<file path="src/rtl/lsx_pkg.sv">
package lsx_pkg;

    typedef enum logic {
        SEQ_IDLE = 1'b0,
        SEQ_RUN  = 1'b1
    } seq_st_e;

    function automatic int unsigned umax(input int unsigned a, input int unsigned b);
        return (a > b) ? a : b;
    endfunction

endpackage

</file>
<file path="src/rtl/lsx_limits.sv">
module lsx_limits #(
    parameter int unsigned DIV_W      = 8,
    parameter int unsigned HALF_FLOOR = 26,
    parameter int unsigned MIN_SETTLE = 50
) (
    input  logic [DIV_W-1:0] half_i,
    input  logic [DIV_W-1:0] settle_i,
    output logic [DIV_W-1:0] half_o,
    output logic [DIV_W:0]   dly_o
);
    localparam logic [DIV_W-1:0] FLOOR_V  = DIV_W'(HALF_FLOOR);
    localparam logic [DIV_W:0]   SETTLE_V = (DIV_W+1)'(MIN_SETTLE);

    logic [DIV_W:0] span;
    logic [DIV_W:0] want;

    always_comb begin
        half_o = (half_i < FLOOR_V) ? FLOOR_V : half_i;
        // longest delay that still lands before the next rising edge
        span   = {half_o, 1'b0} - 1'b1;
        want   = ({1'b0, settle_i} < SETTLE_V) ? SETTLE_V : {1'b0, settle_i};
        dly_o  = (want > span) ? span : want;
    end
endmodule

</file>
<file path="src/rtl/lsx_phase.sv">
module lsx_phase #(
    parameter int unsigned DIV_W = 8
) (
    input  logic             clk,
    input  logic             rst_n,
    input  logic             en_i,
    input  logic [DIV_W-1:0] half_i,
    output logic             sclk_o,
    output logic             rise_o,
    output logic             fall_o
);
    typedef struct packed {
        logic             lvl;
        logic [DIV_W-1:0] cnt;
    } ph_t;

    ph_t ph_d, ph_q;
    logic wrap;

    always_comb begin
        ph_d   = ph_q;
        wrap   = (ph_q.cnt >= (half_i - 1'b1));
        rise_o = en_i && !ph_q.lvl && wrap;
        fall_o = en_i &&  ph_q.lvl && wrap;
        if (!en_i) begin
            ph_d.lvl = 1'b0;
            ph_d.cnt = '0;
        end else if (wrap) begin
            ph_d.lvl = ~ph_q.lvl;
            ph_d.cnt = '0;
        end else begin
            ph_d.cnt = ph_q.cnt + 1'b1;
        end
    end

    always_ff @(posedge clk or negedge rst_n) begin
        if (!rst_n) ph_q <= '0;
        else        ph_q <= ph_d;
    end

    assign sclk_o = ph_q.lvl;
endmodule

</file>
<file path="src/rtl/lsx_strobe.sv">
module lsx_strobe #(
    parameter int unsigned DLY_W = 9
) (
    input  logic             clk,
    input  logic             rst_n,
    input  logic             rise_i,
    input  logic [DLY_W-1:0] dly_i,
    output logic             strobe_o
);
    typedef struct packed {
        logic             armed;
        logic             stb;
        logic [DLY_W-1:0] cnt;
    } tm_t;

    tm_t tm_d, tm_q;

    always_comb begin
        tm_d     = tm_q;
        tm_d.stb = 1'b0;
        if (tm_q.armed) begin
            if (tm_q.cnt == DLY_W'(1)) begin
                tm_d.stb   = 1'b1;
                tm_d.armed = 1'b0;
            end
            tm_d.cnt = tm_q.cnt - 1'b1;
        end
        if (rise_i) begin
            tm_d.armed = 1'b1;
            tm_d.cnt   = dly_i;
        end
    end

    always_ff @(posedge clk or negedge rst_n) begin
        if (!rst_n) tm_q <= '0;
        else        tm_q <= tm_d;
    end

    assign strobe_o = tm_q.stb;
endmodule

</file>
<file path="src/rtl/lsx_seq.sv">
module lsx_seq
    import lsx_pkg::*;
#(
    parameter int unsigned N_PIX = 256,
    parameter int unsigned PIX_W = 8,
    parameter int unsigned EXP_W = 9
) (
    input  logic             clk,
    input  logic             rst_n,
    input  logic             start_i,
    input  logic             cont_i,
    input  logic [EXP_W-1:0] exp_i,
    input  logic             rise_i,
    input  logic             fall_i,
    input  logic             stb_i,
    output logic             run_o,
    output logic             si_o,
    output logic             dis_o,
    output logic [PIX_W-1:0] pix_o,
    output logic             done_o
);
    localparam logic [PIX_W-1:0] LAST_PIX = PIX_W'(N_PIX - 1);

    typedef struct packed {
        seq_st_e          st;
        logic             si;
        logic             dis;
        logic             pend;
        logic             done;
        logic [PIX_W-1:0] pix;
    } sq_t;

    sq_t sq_d, sq_q;
    logic [PIX_W-1:0] nxt_pix;
    logic             exp_hit;
    logic             last;

    always_comb begin
        sq_d      = sq_q;
        sq_d.done = stb_i && (sq_q.pix == LAST_PIX);
        nxt_pix   = sq_q.si ? '0 : sq_q.pix + 1'b1;
        exp_hit   = (exp_i != '0) && ({1'b0, nxt_pix} == exp_i);
        last      = (sq_q.pix == LAST_PIX);
        if (start_i) sq_d.pend = 1'b1;
        unique case (sq_q.st)
            SEQ_IDLE: begin
                if (start_i || cont_i) begin
                    sq_d.st   = SEQ_RUN;
                    sq_d.si   = 1'b1;
                    sq_d.dis  = 1'b0;
                    sq_d.pend = 1'b0;
                end
            end
            SEQ_RUN: begin
                if (rise_i) begin
                    sq_d.pix = nxt_pix;
                    if (exp_hit) sq_d.dis = 1'b1;
                end
                if (fall_i) begin
                    if (sq_q.si) begin
                        sq_d.si = 1'b0;
                    end else if (sq_d.pend || (last && cont_i)) begin
                        sq_d.si   = 1'b1;
                        sq_d.dis  = 1'b0;
                        sq_d.pend = 1'b0;
                    end else if (last) begin
                        sq_d.st = SEQ_IDLE;
                    end
                end
            end
            default: sq_d.st = SEQ_IDLE;
        endcase
    end

    always_ff @(posedge clk or negedge rst_n) begin
        if (!rst_n) sq_q <= '{st: SEQ_IDLE, default: '0};
        else        sq_q <= sq_d;
    end

    assign run_o  = (sq_q.st == SEQ_RUN);
    assign si_o   = sq_q.si;
    assign dis_o  = sq_q.dis;
    assign pix_o  = sq_q.pix;
    assign done_o = sq_q.done;
endmodule

</file>
<file path="src/rtl/line_exposure_ctrl.sv">
module line_exposure_ctrl #(
    parameter int unsigned N_PIX      = 256,
    parameter int unsigned DIV_W      = 8,
    parameter int unsigned MIN_HALF   = 25,
    parameter int unsigned MIN_SETTLE = 50,
    localparam int unsigned PIX_W     = $clog2(N_PIX),
    localparam int unsigned EXP_W     = PIX_W + 1
) (
    input  logic             clk,
    input  logic             rst_n,
    input  logic             start_i,
    input  logic             cont_i,
    input  logic [DIV_W-1:0] half_i,
    input  logic [DIV_W-1:0] settle_i,
    input  logic [EXP_W-1:0] exp_i,
    output logic             sclk_o,
    output logic             si_o,
    output logic             dis_o,
    output logic             strobe_o,
    output logic [PIX_W-1:0] pix_o,
    output logic             done_o
);
    localparam int unsigned DLY_W      = DIV_W + 1;
    localparam int unsigned HALF_FLOOR = lsx_pkg::umax(MIN_HALF, (MIN_SETTLE + 2) / 2);

    logic [DIV_W-1:0] half_eff;
    logic [DLY_W-1:0] dly_eff;
    logic             run, rise, fall;

    lsx_limits #(.DIV_W(DIV_W), .HALF_FLOOR(HALF_FLOOR), .MIN_SETTLE(MIN_SETTLE)) u_limits (
        .half_i  (half_i),
        .settle_i(settle_i),
        .half_o  (half_eff),
        .dly_o   (dly_eff)
    );

    lsx_phase #(.DIV_W(DIV_W)) u_phase (
        .clk   (clk),
        .rst_n (rst_n),
        .en_i  (run),
        .half_i(half_eff),
        .sclk_o(sclk_o),
        .rise_o(rise),
        .fall_o(fall)
    );

    lsx_strobe #(.DLY_W(DLY_W)) u_strobe (
        .clk     (clk),
        .rst_n   (rst_n),
        .rise_i  (rise),
        .dly_i   (dly_eff),
        .strobe_o(strobe_o)
    );

    lsx_seq #(.N_PIX(N_PIX), .PIX_W(PIX_W), .EXP_W(EXP_W)) u_seq (
        .clk    (clk),
        .rst_n  (rst_n),
        .start_i(start_i),
        .cont_i (cont_i),
        .exp_i  (exp_i),
        .rise_i (rise),
        .fall_i (fall),
        .stb_i  (strobe_o),
        .run_o  (run),
        .si_o   (si_o),
        .dis_o  (dis_o),
        .pix_o  (pix_o),
        .done_o (done_o)
    );
endmodule

</file>
<file path="config.mk">
export PLATFORM = sky130hd
export DESIGN_NAME = line_exposure_ctrl
export DESIGN_NICKNAME = d
export VERILOG_FILES = /design/src/rtl/lsx_pkg.sv /design/src/rtl/lsx_limits.sv /design/src/rtl/lsx_phase.sv /design/src/rtl/lsx_strobe.sv /design/src/rtl/lsx_seq.sv /design/src/rtl/line_exposure_ctrl.sv
export SDC_FILE = /design/constraint.sdc
export NUM_CORES = 1
export LEC_CHECK = 0
export BUFFER_PORTS_ARGS = -buffer_cell sky130_fd_sc_hd__buf_4
export CAP_MARGIN = 20
export CORE_UTILIZATION = 40
export CTS_CLUSTER_DIAMETER = 60
export DETAILED_ROUTE_END_ITERATION = 8
export GPL_ROUTABILITY_DRIVEN = 0
export PLACE_DENSITY = 0.69
export REMOVE_ABC_BUFFERS = 1
export SLEW_MARGIN = 20
export SYNTH_ARGS = -nofsm -noshare
export SYNTH_HDL_FRONTEND = slang
export SYNTH_SLANG_ARGS = --single-unit
</file>
<file path="constraint.sdc">
create_clock -name clk -period 2.5 [get_ports clk]
set_clock_uncertainty 0.2 [all_clocks]
set_input_delay 0.25 -clock clk [delete_from_list [all_inputs] [get_ports clk]]
set_output_delay 0.25 -clock clk [all_outputs]
set_load 0.1 [all_outputs]
</file>
# Yosys cells after proc, flatten, opt, wreduce, memory -nomap -nowiden
# Cells that the tools add are included.
totals:
  register_bits: 33
  latchBits: 0
  ramBits: 0
  rom_bits: 0
  word_cells: 65
  mem_count: 0
op_classes:
  n_addsub: 5
  mul: 0
  div_mod_pow: 0
  n_lt_le_gt_ge: 4
  eq_ne: 6
  shifts: 0
  n_mux: 23
  bitwise: 2
  n_reduce_logical: 14
ops:
  columns: ["op", "count"]
  rows:
  - ["8-bit 2-to-1 mux", 4]
  - ["9-bit 2-to-1 mux", 3]
  - ["9-bit by 1-bit subtractor with 9-bit output, second input constant", 2]
  - ["8-bit by 1-bit adder with 8-bit output, second input constant", 2]
  - ["11-bit 2-to-1 mux", 1]
  - ["8-bit by 9-bit equality test with 1-bit output", 1]
  - ["9-bit by 1-bit equality test with 1-bit output, second input constant", 1]
  - ["9-bit > comparator", 1]
  - ["1-bit 2-to-1 mux", 9]
  - ["9-bit nonzero test", 1]
  - ["8-bit equality test, second input constant", 1]
  - ["8-bit >= comparator", 1]
  - ["8-bit by 5-bit < comparator with 1-bit output, second input constant", 1]
  - ["8-bit by 6-bit < comparator with 1-bit output, second input constant", 1]
  - ["4-bit 2-to-1 mux", 2]
  - ["4-bit case mux with 2 select lines", 1]
  - ["8-bit by 1-bit subtractor with 8-bit output, second input constant", 1]
  - ["1-bit logical AND", 7]
  - ["2-bit 2-to-1 mux", 2]
  - ["2-bit != test, second input constant", 2]
  - ["2-bit AND reduction", 2]
  - ["3-bit 2-to-1 mux", 1]
  - ["1-bit logical OR", 2]
  - ["2-bit by 1-bit != test with 1-bit output, second input constant", 1]
  - ["other kinds (3)", 4]

# Depth between registers and ports, before layout
depth:
  depth_word: 10
  mapped_depth: 14
  ltp_nobuf: 13

# By module
# Synthesis repeated with hierarchy kept, for this count alone.
unflattened:
  cells_unflattened: 338
  hier_area_um2: 2905.3
modules_own_cells:
  columns: ["mod", "instances", "cells_per_inst", "area_each_um2"]
  rows:
  - ["lsx_seq", 1, 115, 977.2]
  - ["lsx_phase", 1, 75, 713.2]
  - ["lsx_strobe", 1, 71, 653.1]
  - ["lsx_limits", 1, 77, 561.8]

# Worst setup path before layout
# OpenSTA, ideal clock, no wires.
synth_timing:
  kind: "input to register"
  from: "input half_i[2]"
  to: "register u_strobe.tm_q[2] in the netlist's numbering"
  setup_ns: 0.125
  arrival_time_ns: 2.680
  required_time_ns: 2.175
  path_slack_ns: -0.504
  stages: 13
  n_path_buf: 0
  path_cell_list: "nor4_2 nand2b_1 nor2_1 nand2_1 mux2_2 ha_1 inv_1 nor3_1 a22oi_1 o21ai_1 nand4_4 mux2i_1 mux2_2"
synth_via:
  elab_chain_len: 6
synth_rtl:
  columns: ["element", "line_no", "source"]
  rows:
  - ["start: declaration", "line_exposure_ctrl.sv:13", "input logic [DIV_W-1:0] half_i,"]
  - ["8-bit by 5-bit < comparator with 1-bit output", "lsx_limits.sv:18", "half_o = (half_i < FLOOR_V) ? FLOOR_V : half_i;"]
  - ["8-bit 2-to-1 mux (*)", "lsx_limits.sv:18", null]
  - ["9-bit by 1-bit subtractor with 9-bit output or 8-bit by 1-bit subtractor with 8-bit output (tied branches)", "lsx_limits.sv:20, lsx_phase.sv:22", null]
  - ["9-bit > comparator or 8-bit >= comparator (tied branches)", "lsx_limits.sv:22, lsx_phase.sv:22", null]
  - ["9-bit 2-to-1 mux or 1-bit logical AND (tied branches)", "lsx_limits.sv:22, lsx_phase.sv:23", null]
  - ["9-bit 2-to-1 mux or 2-bit nonzero test (tied branches)", null, null]
  - ["end signal: assignment", "lsx_strobe.sv:36", "else tm_q <= tm_d;"]
  - ["end: declaration", "lsx_strobe.sv:16", "tm_t tm_d, tm_q;"]
# Every way passes the cells marked *; elsewhere a longest branch is shown, timed or not.
# A chain may end at the register's enable or synchronous reset.

# Worst setup path in the final report
layout_timing:
  from: "input half_i[2]"
  to: "register u_seq.sq_q, in the netlist u_seq.pix_o[3]"
layout_via:
  elab_chain_len: 6
layout_rtl:
  columns: ["element", "line_no", "source"]
  rows:
  - ["8-bit by 5-bit < comparator with 1-bit output", "lsx_limits.sv:18", null]
  - ["8-bit 2-to-1 mux (*)", "lsx_limits.sv:18", null]
  - ["8-bit by 1-bit subtractor with 8-bit output (*)", "lsx_phase.sv:22", "wrap = (ph_q.cnt >= (half_i - 1'b1));"]
  - ["8-bit >= comparator (*)", "lsx_phase.sv:22", null]
  - ["1-bit logical AND (*)", "lsx_phase.sv:23", "rise_o = en_i && !ph_q.lvl && wrap;"]
  - ["2-bit AND reduction (no source line) (*)", null, null]
  - ["end signal: assignment", "lsx_seq.sv:77", "else sq_q <= sq_d;"]
  - ["end: declaration", "lsx_seq.sv:33", "sq_t sq_d, sq_q;"]
# Marked as above.

==> run metrics <==
CP max stage cell=mux2_4; outcome=complete, but fails checks; CTS tree=built; Hold WS=between 0.08 and 0.09 ns; Synth cell types=55; Net Sw Frac=between 40 and 50%; pre-CTS setup slack=-0.650 ns; vias in the first global route=around 2400; Pwr Total=a little over 0.003 W; initial antenna violation count=0; Slew HR=between 60% and 70%; worst min path class=in2reg; P per Cell Area=818 nW/um^2; gr ovfl total=0; DR vias/cell=about 5.4; Total Wirelength=around 6.8 mm; WL per Instance=14.2 um; critical path peak fanout=5; leakage=around 1.8 nW; fmax=~370 MHz; P&R area growth vs syn=45.9%; Post-route DRC=0; worst-case clock buffer depth=2; CTS H-tree depth=2; Pre-antenna DRT Iters=4; DIE HEIGHT=about 83 um; gr usage total=just over 20%; Clock Latency Late Sink=0.28 ns; violated checks=negative setup slack; CP Cell Sequence=buf_8 -> nor4_4 -> nand2b_1 -> nor2_2 -> nand2_1 -> mux2_4 -> buf_4 -> ha_4 -> nand4_1 -> a21oi_2 -> o21ai_4 -> buf_6 -> or2_4 -> o31ai_2; slowest stage delay, CP=0.30 ns; Sequential Power Share=a little over 30%; setup violation total in the final timing report=18; Required @ worst endpoint=~2.5 ns; width of the die=a little over 80 um; Cell Rows=29; Mapped Avg Cell Area=between 8 and 9 sq um; I/O Buffers=a little over 40; Combinational Power Share=between 50% and 60%; CP startpoint kind=primary input; R2R setup slack=-0.03 ns; CP arrival=~2.7 ns; Final Hold Viols=0; CP endpoint=u_seq.pix_o[3]; I/O pins=42; RSZ-0062 raised after global routing=yes; FF-to-FF path depth=7; reg-to-reg endpoint=u_seq.dis_o; CTS buffer count=5; total die area=a little under 7000 sq um; setup ws final=-0.204 ns; #FFs+latches synth=33; clock-pin slew on the worst setup and hold paths=about 0.070 ns; via count=2589; initial core utilization=41.2%; DR iter-0 viols=~110; Seq/Total Area, Yosys=a little under a third; period utilization=108%; clock root buffer=clkbuf_8; Max Cap Viol=0; clock share of power=a little under an eighth; Critical path origin=half_i[2]; synth warn=0; core area=6310 sq um; P_sw=~0.0014 W; Int Pwr=0.00166 W; filler cell count=555; Max VDD drop=roughly 650 uV; Crit Path Class=in2reg; CP Capture Type=flop; first-pass GRT wire length=10.9 mm; fin nets=approximately 450; reg2reg start=u_seq.pix_o[1]; min Tclk post-route=roughly 2.7 ns; transition time at the pin with the least slew margin=approximately 0.55 ns; Max Slew Vio Count=0; Final ANT Viol Nets=0; Post-Syn Area=around 2600 sq um; share of layout cells above drive strength 1=40.6%; DP HPWL=about 4.8 mm; clock sink total=33; # diodes=0; largest net degree at the start of global routing=34; Mapped Cells=a little over 300
-- through the flow --
stage	std cells	cell area (sq um)	setup TNS, ns	util (%)
after floorplan	293	2510	-20.13	-
after global placement	460	3280	-10.92	52.0
after detailed placement	460	3280	-13.07	52.0
after CTS	475	3560	-0.911	56.5
after global routing	483	3800	-5.56	60.1
final	483	3800	-2.14	60.1
-- registers in the layout, indices dropped and copies added (netlist names) --
signal / cells
u_phase.ph_q: 8
u_phase.sclk_o: 1
u_strobe.tm_q: 10
u_seq.si_o: 1
u_seq.sq_q: 1
u_seq.pix_o: 8
u_strobe.strobe_o: 1
u_seq.dis_o: 1
u_seq.run_o: 1
u_seq.done_o: 1
-- final cells by class --
class	count	area, sq um	share of cell area (%)
repair buffers	107	856	22.5
well taps	77	96.3	2.54
inverters	16	60.1	1.58
clock buffers	5	68.8	1.81
flip-flops and latches	33	826	21.8
multi-input cells	244	1880	49.6
clock inverters	1	5.00	0.132
-- Yosys cell counts (all sizes together) --
library cell / n / area share (%)
a311o: 1 / 0.38
nor3b: 1 / 0.29
o31ai: 3 / 1.6
nor2: 28 / 4.0
inv: 16 / 2.3
o221ai: 3 / 1.0
or3: 4 / 1.3
dfrtp: 33 / 32
or2: 6 / 1.4
nand3: 16 / 3.1
a41oi: 1 / 0.34
nand4: 5 / 1.8
a31oi: 3 / 0.72
o221a: 1 / 0.43
ha: 17 / 8.2
clkbuf: 5 / 0.72
a22oi: 2 / 0.58
a2111oi: 2 / 0.67
and3: 3 / 0.72
a21oi: 10 / 1.9
mux2i: 7 / 2.7
o21ba: 1 / 0.38
mux2: 3 / 1.3
nor3: 7 / 1.3
a21boi: 1 / 0.29
nand3b: 2 / 0.58
o2111ai: 1 / 0.34
nand2: 41 / 6.2
o21a: 2 / 0.58
and2: 4 / 0.96
o21ai: 17 / 3.3
xor2: 8 / 2.7
buf: 11 / 2.9
a2bb2oi: 1 / 0.34
a211oi: 1 / 0.29
a211o: 2 / 0.67
nor2b: 4 / 0.96
nand4b: 1 / 0.34
o211ai: 4 / 1.3
or4: 1 / 0.29
xnor2: 13 / 4.4
a21o: 4 / 1.2
nand2b: 7 / 1.7
nor4: 5 / 1.4
o311ai: 1 / 0.34
-- power by group through the flow --
stage          registers (W)  logic, W  clock network [W]
2_1_floorplan        0.00125  0.000733                  0
3_3_place_gp        0.000928   0.00150                  0
3_5_place_dp        0.000930   0.00154                  0
4_1_cts             0.000926   0.00163           0.000377
5_1_grt             0.000983   0.00195           0.000394
6_report            0.000953   0.00178           0.000371
-- layer usage --
| metal | GRT usage (%) | wire [um] | vias up |
|---|---|---|---|
| met5 | 0 | 0 | - |
| met4 | 7.59 | 126 | 0 |
| met3 | 2.53 | 234 | 11 |
| met2 | 35.9 | 3530 | 58 |
| met1 | 25.9 | 2960 | 1237 |
| li1 | - | - | 1283 |
-- repair_timing --
action / 4_1_cts / 5_1_grt
buffers inserted: 5 / 9
hold buffers: 3 / 0
gates cloned: 1 / 0
endpoints found under the setup margin: 26 / 30
gates resized for setup: 25 / 40
pin swaps: 12 / 22
hold endpoints to repair: 34 / 0
-- critical path, delay by kind of cell --
| kind | cells | cell delay (ns) |
|---|---|---|
| fa+ha+maj | 1 | 0.27 |
| buf+inv | 3 | 0.39 |
| simple gates | 6 | 0.94 |
| compound gates | 3 | 0.55 |
| mux | 1 | 0.30 |
-- kinds of logic (layout without fill, tap and decap cells) --
family          count (synthesis)  in the layout  synth area share [%]
xor+xnor                       21             21                  7.07
flops                          33             33                  31.7
mux                            10             10                  3.99
fa+ha+maj                      17             17                  8.17
buf+inv                        32            129                  5.91
simple gates                  135            135                  26.5
compound gates                 61             61                  16.6
-- layout by cell type, fill, tap and decap left out, drive strengths merged, types with 6 or more instances in the layout --
master / count
nand2b: 7
inv: 16
dfrtp: 33
nand2: 41
o21ai: 17
ha: 17
buf: 104
xnor2: 13
xor2: 8
nand3: 16
nor2: 28
nor3: 7
a21oi: 10
mux2i: 7
or2: 6
-- worst min path at each step --
stage	slack, ns	endpoint	depth (start not counted)	from
6_report	0.09	u_strobe.tm_q[0]	3	settle_i[0]
2_1_floorplan	-0.25	u_phase.ph_q[0]	0	rst_n
3_3_place_gp	0.02	u_seq.pix_o[7]	1	rst_n
4_1_cts	0.08	u_strobe.tm_q[0]	3	settle_i[0]
5_1_grt	0.11	u_strobe.tm_q[0]	3	settle_i[0]
3_5_place_dp	0.03	u_seq.pix_o[7]	1	rst_n
Power figures use the tool's default switching activity.
